===== src/rtl/spi_wr_pkg.sv =====
// Shared defaults for the SPI register-write receiver.
// Assumes: a frame is one address field followed by one data field.
package spi_wr_pkg;
    localparam int DEF_ADDR_W      = 8;
    localparam int DEF_DATA_W      = 24;
    localparam int DEF_SYNC_STAGES = 2;

    // Total frame length in bits for the given field widths.
    function automatic int frame_bits(input int addr_w, input int data_w);
        return addr_w + data_w;
    endfunction
endpackage


===== src/rtl/spi_wr_sync.sv =====
// Multi-stage flip-flop synchroniser for a bundle of asynchronous lines.
// Assumes: each line is independent; there is no bus coherency across bits.
module spi_wr_sync #(
    parameter int               WIDTH   = 3,
    parameter int               STAGES  = 2,
    parameter logic [WIDTH-1:0] RST_VAL = '0
) (
    input  logic             clk,
    input  logic             rst_n,
    input  logic [WIDTH-1:0] d,
    output logic [WIDTH-1:0] q
);
    logic [WIDTH-1:0] chain [STAGES];

    // Shift the raw lines through the register chain.
    always_ff @(posedge clk) begin
        if (!rst_n) begin
            for (int i = 0; i < STAGES; i++) chain[i] <= RST_VAL;
        end else begin
            chain[0] <= d;
            for (int i = 1; i < STAGES; i++) chain[i] <= chain[i-1];
        end
    end

    assign q = chain[STAGES-1];
endmodule


===== src/rtl/spi_wr_frame.sv =====
// Frame assembler: detects serial clock rising edges and select edges on
// synchronised lines, shifts bits in MSB first and counts them.
// Assumes: inputs are already synchronised to clk; SPI mode 0.
module spi_wr_frame #(
    parameter int FRAME_W = 32
) (
    input  logic               clk,
    input  logic               rst_n,
    input  logic               sclk_s,
    input  logic               mosi_s,
    input  logic               csn_s,
    output logic               done,
    output logic [FRAME_W-1:0] frame
);
    localparam int               CNT_W = $clog2(FRAME_W + 2);
    localparam logic [CNT_W-1:0] FULL  = CNT_W'(FRAME_W);
    localparam logic [CNT_W-1:0] OVER  = CNT_W'(FRAME_W + 1);

    logic             sclk_q;
    logic             csn_q;
    logic [CNT_W-1:0] count;
    logic [FRAME_W-1:0] shreg;
    logic             sclk_rise;
    logic             sel_fall;
    logic             sel_rise;

    assign sclk_rise = !sclk_q && sclk_s;
    assign sel_fall  = csn_q && !csn_s;
    assign sel_rise  = !csn_q && csn_s;

    // Remember the previous samples for edge detection.
    always_ff @(posedge clk) begin
        if (!rst_n) begin
            sclk_q <= 1'b0;
            csn_q  <= 1'b1;
        end else begin
            sclk_q <= sclk_s;
            csn_q  <= csn_s;
        end
    end

    // Clear on select, shift on clock rises while selected, flag overlong.
    always_ff @(posedge clk) begin
        if (!rst_n) begin
            count <= '0;
            shreg <= '0;
        end else if (sel_fall) begin
            count <= '0;
            shreg <= '0;
        end else if (sclk_rise && !csn_s) begin
            if (count < FULL) begin
                shreg <= {shreg[FRAME_W-2:0], mosi_s};
                count <= count + 1'b1;
            end else begin
                count <= OVER;
            end
        end
    end

    assign done  = sel_rise && (count == FULL);
    assign frame = shreg;

    p_count_bound_r6: assert property (@(posedge clk) disable iff (!rst_n)
        count <= OVER);
    p_clear_on_select_r3: assert property (@(posedge clk) disable iff (!rst_n)
        sel_fall |=> (count == '0) && (shreg == '0));
    p_idle_hold_r7: assert property (@(posedge clk) disable iff (!rst_n)
        (csn_s && csn_q) |=> ($stable(count) && $stable(shreg)));
endmodule


===== src/rtl/spi_wr_out.sv =====
// Output stage: registers the write strobe and splits the frame into
// address and data fields, which hold between strobes.
// Assumes: done is a single-cycle pulse.
module spi_wr_out #(
    parameter int ADDR_W = 8,
    parameter int DATA_W = 24
) (
    input  logic                     clk,
    input  logic                     rst_n,
    input  logic                     done,
    input  logic [ADDR_W+DATA_W-1:0] frame,
    output logic                     wr_en,
    output logic [ADDR_W-1:0]        wr_addr,
    output logic [DATA_W-1:0]        wr_data
);
    localparam int FRAME_W = ADDR_W + DATA_W;

    // Capture fields and raise the strobe for one cycle on a valid frame.
    always_ff @(posedge clk) begin
        if (!rst_n) begin
            wr_en   <= 1'b0;
            wr_addr <= '0;
            wr_data <= '0;
        end else begin
            wr_en <= done;
            if (done) begin
                wr_addr <= frame[FRAME_W-1 -: ADDR_W];
                wr_data <= frame[DATA_W-1:0];
            end
        end
    end

    p_strobe_single_r4: assert property (@(posedge clk) disable iff (!rst_n)
        wr_en |=> !wr_en);
    p_fields_hold_r8: assert property (@(posedge clk) disable iff (!rst_n)
        !wr_en |-> ($stable(wr_addr) && $stable(wr_data)));
endmodule


===== src/rtl/spi_reg_write_rx.sv =====
// Top of the receive-only SPI register-write slave.
// Assumes: serial clock far slower than clk; one master; active-low select.
module spi_reg_write_rx
    import spi_wr_pkg::*;
#(
    parameter int ADDR_W      = DEF_ADDR_W,
    parameter int DATA_W      = DEF_DATA_W,
    parameter int SYNC_STAGES = DEF_SYNC_STAGES
) (
    input  logic              clk,
    input  logic              rst_n,
    input  logic              spi_sclk,
    input  logic              spi_mosi,
    input  logic              spi_cs_n,
    output logic              wr_en,
    output logic [ADDR_W-1:0] wr_addr,
    output logic [DATA_W-1:0] wr_data
);
    localparam int FRAME_W = frame_bits(ADDR_W, DATA_W);

    logic [2:0]         lines_s;
    logic               done;
    logic [FRAME_W-1:0] frame;

    spi_wr_sync #(.WIDTH(3), .STAGES(SYNC_STAGES), .RST_VAL(3'b100)) u_sync (
        .clk   (clk),
        .rst_n (rst_n),
        .d     ({spi_cs_n, spi_mosi, spi_sclk}),
        .q     (lines_s)
    );

    spi_wr_frame #(.FRAME_W(FRAME_W)) u_frame (
        .clk    (clk),
        .rst_n  (rst_n),
        .sclk_s (lines_s[0]),
        .mosi_s (lines_s[1]),
        .csn_s  (lines_s[2]),
        .done   (done),
        .frame  (frame)
    );

    spi_wr_out #(.ADDR_W(ADDR_W), .DATA_W(DATA_W)) u_out (
        .clk     (clk),
        .rst_n   (rst_n),
        .done    (done),
        .frame   (frame),
        .wr_en   (wr_en),
        .wr_addr (wr_addr),
        .wr_data (wr_data)
    );
endmodule


===== config.mk =====
export PLATFORM = sky130hd
export DESIGN_NAME = spi_reg_write_rx
export DESIGN_NICKNAME = d
export VERILOG_FILES = /design/src/rtl/spi_wr_pkg.sv /design/src/rtl/spi_wr_sync.sv /design/src/rtl/spi_wr_frame.sv /design/src/rtl/spi_wr_out.sv /design/src/rtl/spi_reg_write_rx.sv
export SDC_FILE = /design/constraint.sdc
export NUM_CORES = 1
export LEC_CHECK = 0
export BUFFER_PORTS_ARGS = -buffer_cell sky130_fd_sc_hd__buf_2
export CORE_MARGIN = 2
export CORE_UTILIZATION = 35
export DETAILED_ROUTE_END_ITERATION = 6
export GPL_ROUTABILITY_DRIVEN = 0
export HOLD_SLACK_MARGIN = 0.1
export PLACE_DENSITY = 0.6
export REMOVE_ABC_BUFFERS = 1
export SYNTH_ARGS = -nofsm -noshare
export SYNTH_HDL_FRONTEND = slang
export SYNTH_SLANG_ARGS = --single-unit

===== constraint.sdc =====
create_clock -name clk -period 1.3 [get_ports clk]
set_input_delay 0.26 -clock clk [delete_from_list [all_inputs] [get_ports clk]]
set_output_delay 0.26 -clock clk [all_outputs]
set_load 0.02 [all_outputs]

==> results list <==
- Starting Density: 36.3%
* RSZ-0062 raised after global routing: true
- Yosys attributes the largest share of cell area to sky130_fd_sc_hd__dfxtp_1 53%, sky130_fd_sc_hd__nand2_1 8.6%, sky130_fd_sc_hd__a21boi_1 8.1%.
- In this run the critical register-to-register path is launched from u_sync.chain[0][3]$_SDFF_PN0_.
- After detailed routing, the number of remaining DRC violations is 0.
- Dominant cell by count in the synthesized netlist: sky130_fd_sc_hd__dfxtp_1
* Maximum ir drop on the vdd rail: 0.603 mV
- Register area share after synthesis: 53.0%
* Share of Yosys cell area claimed by the top area cell type: 53.0%
- In the final design database the tool counted 426 nets.
- From bottom edge to top edge, the die measures 96.3 um.
- During synthesis, Yosys emitted a total of 0 warnings.
- Placed Cells: 492
- The floorplan has 33 rows.
- The first global-routing pass estimated 12.3 mm of wire.
- Number of enable-type register cells in the synthesized netlist: 0
- Tightest Hold Check Type: input pin to flip-flop
* Worst setup path category: flip-flop to flip-flop
- CTS tree: built
- Antenna violations before repair: 0
- Routed length per instance: 15.3 um
* Post-synthesis share of cell area spent on full adders, half adders and majority gates: 0.839%
- Overall routed net length: 8.07 mm
* Internal power component: 3.74 mW
* Max Clk Rate: 698 MHz
* Fin crit share: 110%
* Number of inserted diodes: 0
- Sequential cells account for 52.0% of the total power.
- Actual transition at the worst max-transition pin: 0.257 ns
* Total vias in the final route: 2682
* Number of global-route vias before repair: 2464
- Worst setup path startpoint: u_sync.chain[0][3]$_SDFF_PN0_
* Layout cell share with drive strength beyond 1: 43.5%
- Run status: finished with violations
* Total gr overflow: 0
- Clk network pwr share: 44.1%
- Of the total power, combinational logic draws 3.9%.
- Entering global routing, the biggest net connects 27 pins.
* Ys async rst share: 0%
* Synthesis-to-layout area growth: 47.7%
- The clock drives 79 sinks.
* DIE AREA: 9270 um2
- In this run the power spent charging and discharging nets is 0.939 mW.
- For the worst setup path, the data required time is 1.53 ns.
* Violated checks: negative setup slack
* Synth Area per Inst: 8.59 um2
- Core ar.: 8220 um2
- The worst setup path is launched from a flip-flop.
- Worst hold slack: 0.121 ns
- Port-buffer cells: 37
* Mux share of post-synthesis cell area: 0.336%
* Gate count of the mapped netlist: 347
* Normalized max-slew margin: 82.8%
- Of all nets on the critical path, the largest fanout is 6.
- #FFs+latches synth: 79
* Maximum level of the CTS H-tree: 3
* Final number of max-transition violations: 0
- Clock-pin slew was measured on the worst setup and hold paths at 0.07 ns.
* Area leader, netlist: sky130_fd_sc_hd__dfxtp_1
- The clock passes through at most 2 buffers.
* Dominant combinational cell family by area after synthesis: compound AO/OA/AOI/OAI gates
- Across all register-to-register paths, the minimum setup slack is -0.13 ns.
- Using the TritonRoute via totals, the vias-per-cell ratio works out to 5.08.
- The synthesized netlist contains 30 unique library cells.
* DR iter-0 viols: 116
- Xor/xnor cell area share of the yosys netlist: 0%
- The die is 96.3 um wide.
- PD cells: 1060 nW/um2
- Area of the mapped netlist: 2980 um2
- Switching Share: 20.1%
- 38 I/O pins were placed.
* Total routing resource utilization after global routing: 17.4%
* Element type at the critical path end: flip-flop
* Share of synthesized cell area in and, or, nand and nor gates: 20.4%
* Data arrival time at the worst-slack endpoint: 1.66 ns
* Complex-gate fraction of the synthesized area: 20.7%
* DPL Wire Length: 4.24 mm
- Total CTS buffers: 9
* Number of routed nets with antenna violations: 0
* Count of endpoints failing setup in the final report: 69
- The analysis attributes to cell leakage a power of 1.63 nW.
- Clock root cell: sky130_fd_sc_hd__clkbuf_8
* Clk Latency, worst-skew pair: 0.35 ns
* Setup ws final: -0.133 ns
- Core occupancy in the finished layout: 53.6%
- Among all flip-flop cells after synthesis, the most frequent one is sky130_fd_sc_hd__dfxtp_1.
* Start point of the worst hold path: spi_mosi
- The smallest clock period supported by the final layout is computed as 1.43 ns.
- After the flow finishes, the layout carries non-filler instances totaling 528.
- For the final database, setup skew stands at 0.00939 ns.
* Number of maximum-capacitance violations: 0
- Count of final hold-check violations: 0
- Sorting the synthesized cells by how often they occur yields 79 x sky130_fd_sc_hd__dfxtp_1, 68 x sky130_fd_sc_hd__nand2_1, 36 x sky130_fd_sc_hd__a21oi_1.
- TritonRoute pass-1 iters: 4
## cells in the final DEF, fill, tap and decap left out, types with 5 or more instances in the layout
| master | count |
|---|---|
| sky130_fd_sc_hd__a21boi_1 | 30 |
| sky130_fd_sc_hd__a21oi_1 | 27 |
| sky130_fd_sc_hd__a21oi_2 | 9 |
| sky130_fd_sc_hd__and2_1 | 5 |
| sky130_fd_sc_hd__buf_2 | 37 |
| sky130_fd_sc_hd__buf_4 | 21 |
| sky130_fd_sc_hd__buf_6 | 18 |
| sky130_fd_sc_hd__clkbuf_8 | 12 |
| sky130_fd_sc_hd__dfxtp_1 | 74 |
| sky130_fd_sc_hd__dfxtp_2 | 5 |
| sky130_fd_sc_hd__nand2_1 | 48 |
| sky130_fd_sc_hd__nand2_2 | 15 |
| sky130_fd_sc_hd__nand2_4 | 5 |
| sky130_fd_sc_hd__nand3_1 | 29 |
| sky130_fd_sc_hd__nand3_2 | 5 |
| sky130_fd_sc_hd__o21ai_1 | 10 |
| sky130_fd_sc_hd__o21ai_2 | 24 |
## routing by layer
layer  global-route usage, %  wire length (um)  share of wire, %
met1                    23.2              3740                46
met2                    27.8              3900                48
met3                    5.09               390               4.8
met4                    4.23                38              0.47
met5                       0                 0                 0
## critical path, stage by stage (launching register included)
cell	delay [ns]
sky130_fd_sc_hd__dfxtp_2	0.32
sky130_fd_sc_hd__buf_4	0.10
sky130_fd_sc_hd__or4b_4	0.55
sky130_fd_sc_hd__clkbuf_16	0.21
sky130_fd_sc_hd__nand2_1	0.07
sky130_fd_sc_hd__a21oi_1	0.06
## layout make-up
type,count,area (um2)
tap,105,131
fill,719,3810
sequential,79,1590
multi-input combinational,234,1590
timing repair buffer,91,853
clock buffer,12,165
clock inverter,3,65.1
inverter,4,15.0
## through the flow
stage          setup WS [ns]  TNS [ns]  area [um2]  power [mW]
2_1_floorplan          -2.01    -95.35        2860        2.54
4_1_cts               -0.131     -2.80        4160        4.71
3_3_place_gp          -0.124     -4.52        3490        2.62
6_report              -0.133     -5.78        4400        4.68
5_1_grt               -0.199    -10.11        4400        4.82
3_5_place_dp          -0.176     -6.76        3490        2.62
## power groups by stage
stage / clock network [mW] / registers [mW] / logic (mW)
floorplan: 0 / 2.49 / 0.0530
finish: 2.06 / 2.43 / 0.184
CTS: 2.11 / 2.43 / 0.169
detailed placement: 0 / 2.49 / 0.127
global route: 2.18 / 2.43 / 0.196
global placement: 0 / 2.49 / 0.127
## sequential cells by signal, summed over array words and instances, names as in the netlist
signal          count
u_sync.chain        6
u_out.wr_data      24
u_out.wr_addr       8
u_out.wr_en         1
u_frame.sclk_q      1
u_frame.frame      32
u_frame.csn_q       1
u_frame.count       6
## cell families after synthesis
| kind of cell | after synthesis |
|---|---|
| flip-flops | 79 |
| adder cells (fa/ha/maj) | 2 |
| buffers and inverters | 34 |
| multiplexers | 1 |
| AND/OR/NAND/NOR | 126 |
| AO/OA/AOI/OAI | 105 |
## path summary, 6_finish.rpt
kind | endpoint | cells after the start
hold / removal | u_sync.chain[0][1]$_SDFF_PN0_ | 2
setup / recovery | u_frame.frame[15]$_SDFFE_PP0P_ | 5
setup reg to reg | u_frame.frame[15]$_SDFFE_PP0P_ | 5
hold reg to reg | u_sync.chain[0][5]$_SDFF_PN1_ | 1
## timing repair
item | 4_1_cts | 5_1_grt
endpoints found under the setup margin | 68 | 71
hold endpoints to repair | 1 | 0
gates resized for setup | 111 | 41
pin swaps | 19 | 7
hold buffers | 1 | 0
setup buffers | 6 | 1
cloned | 9 | 4
(Power assumes the default switching activity.)
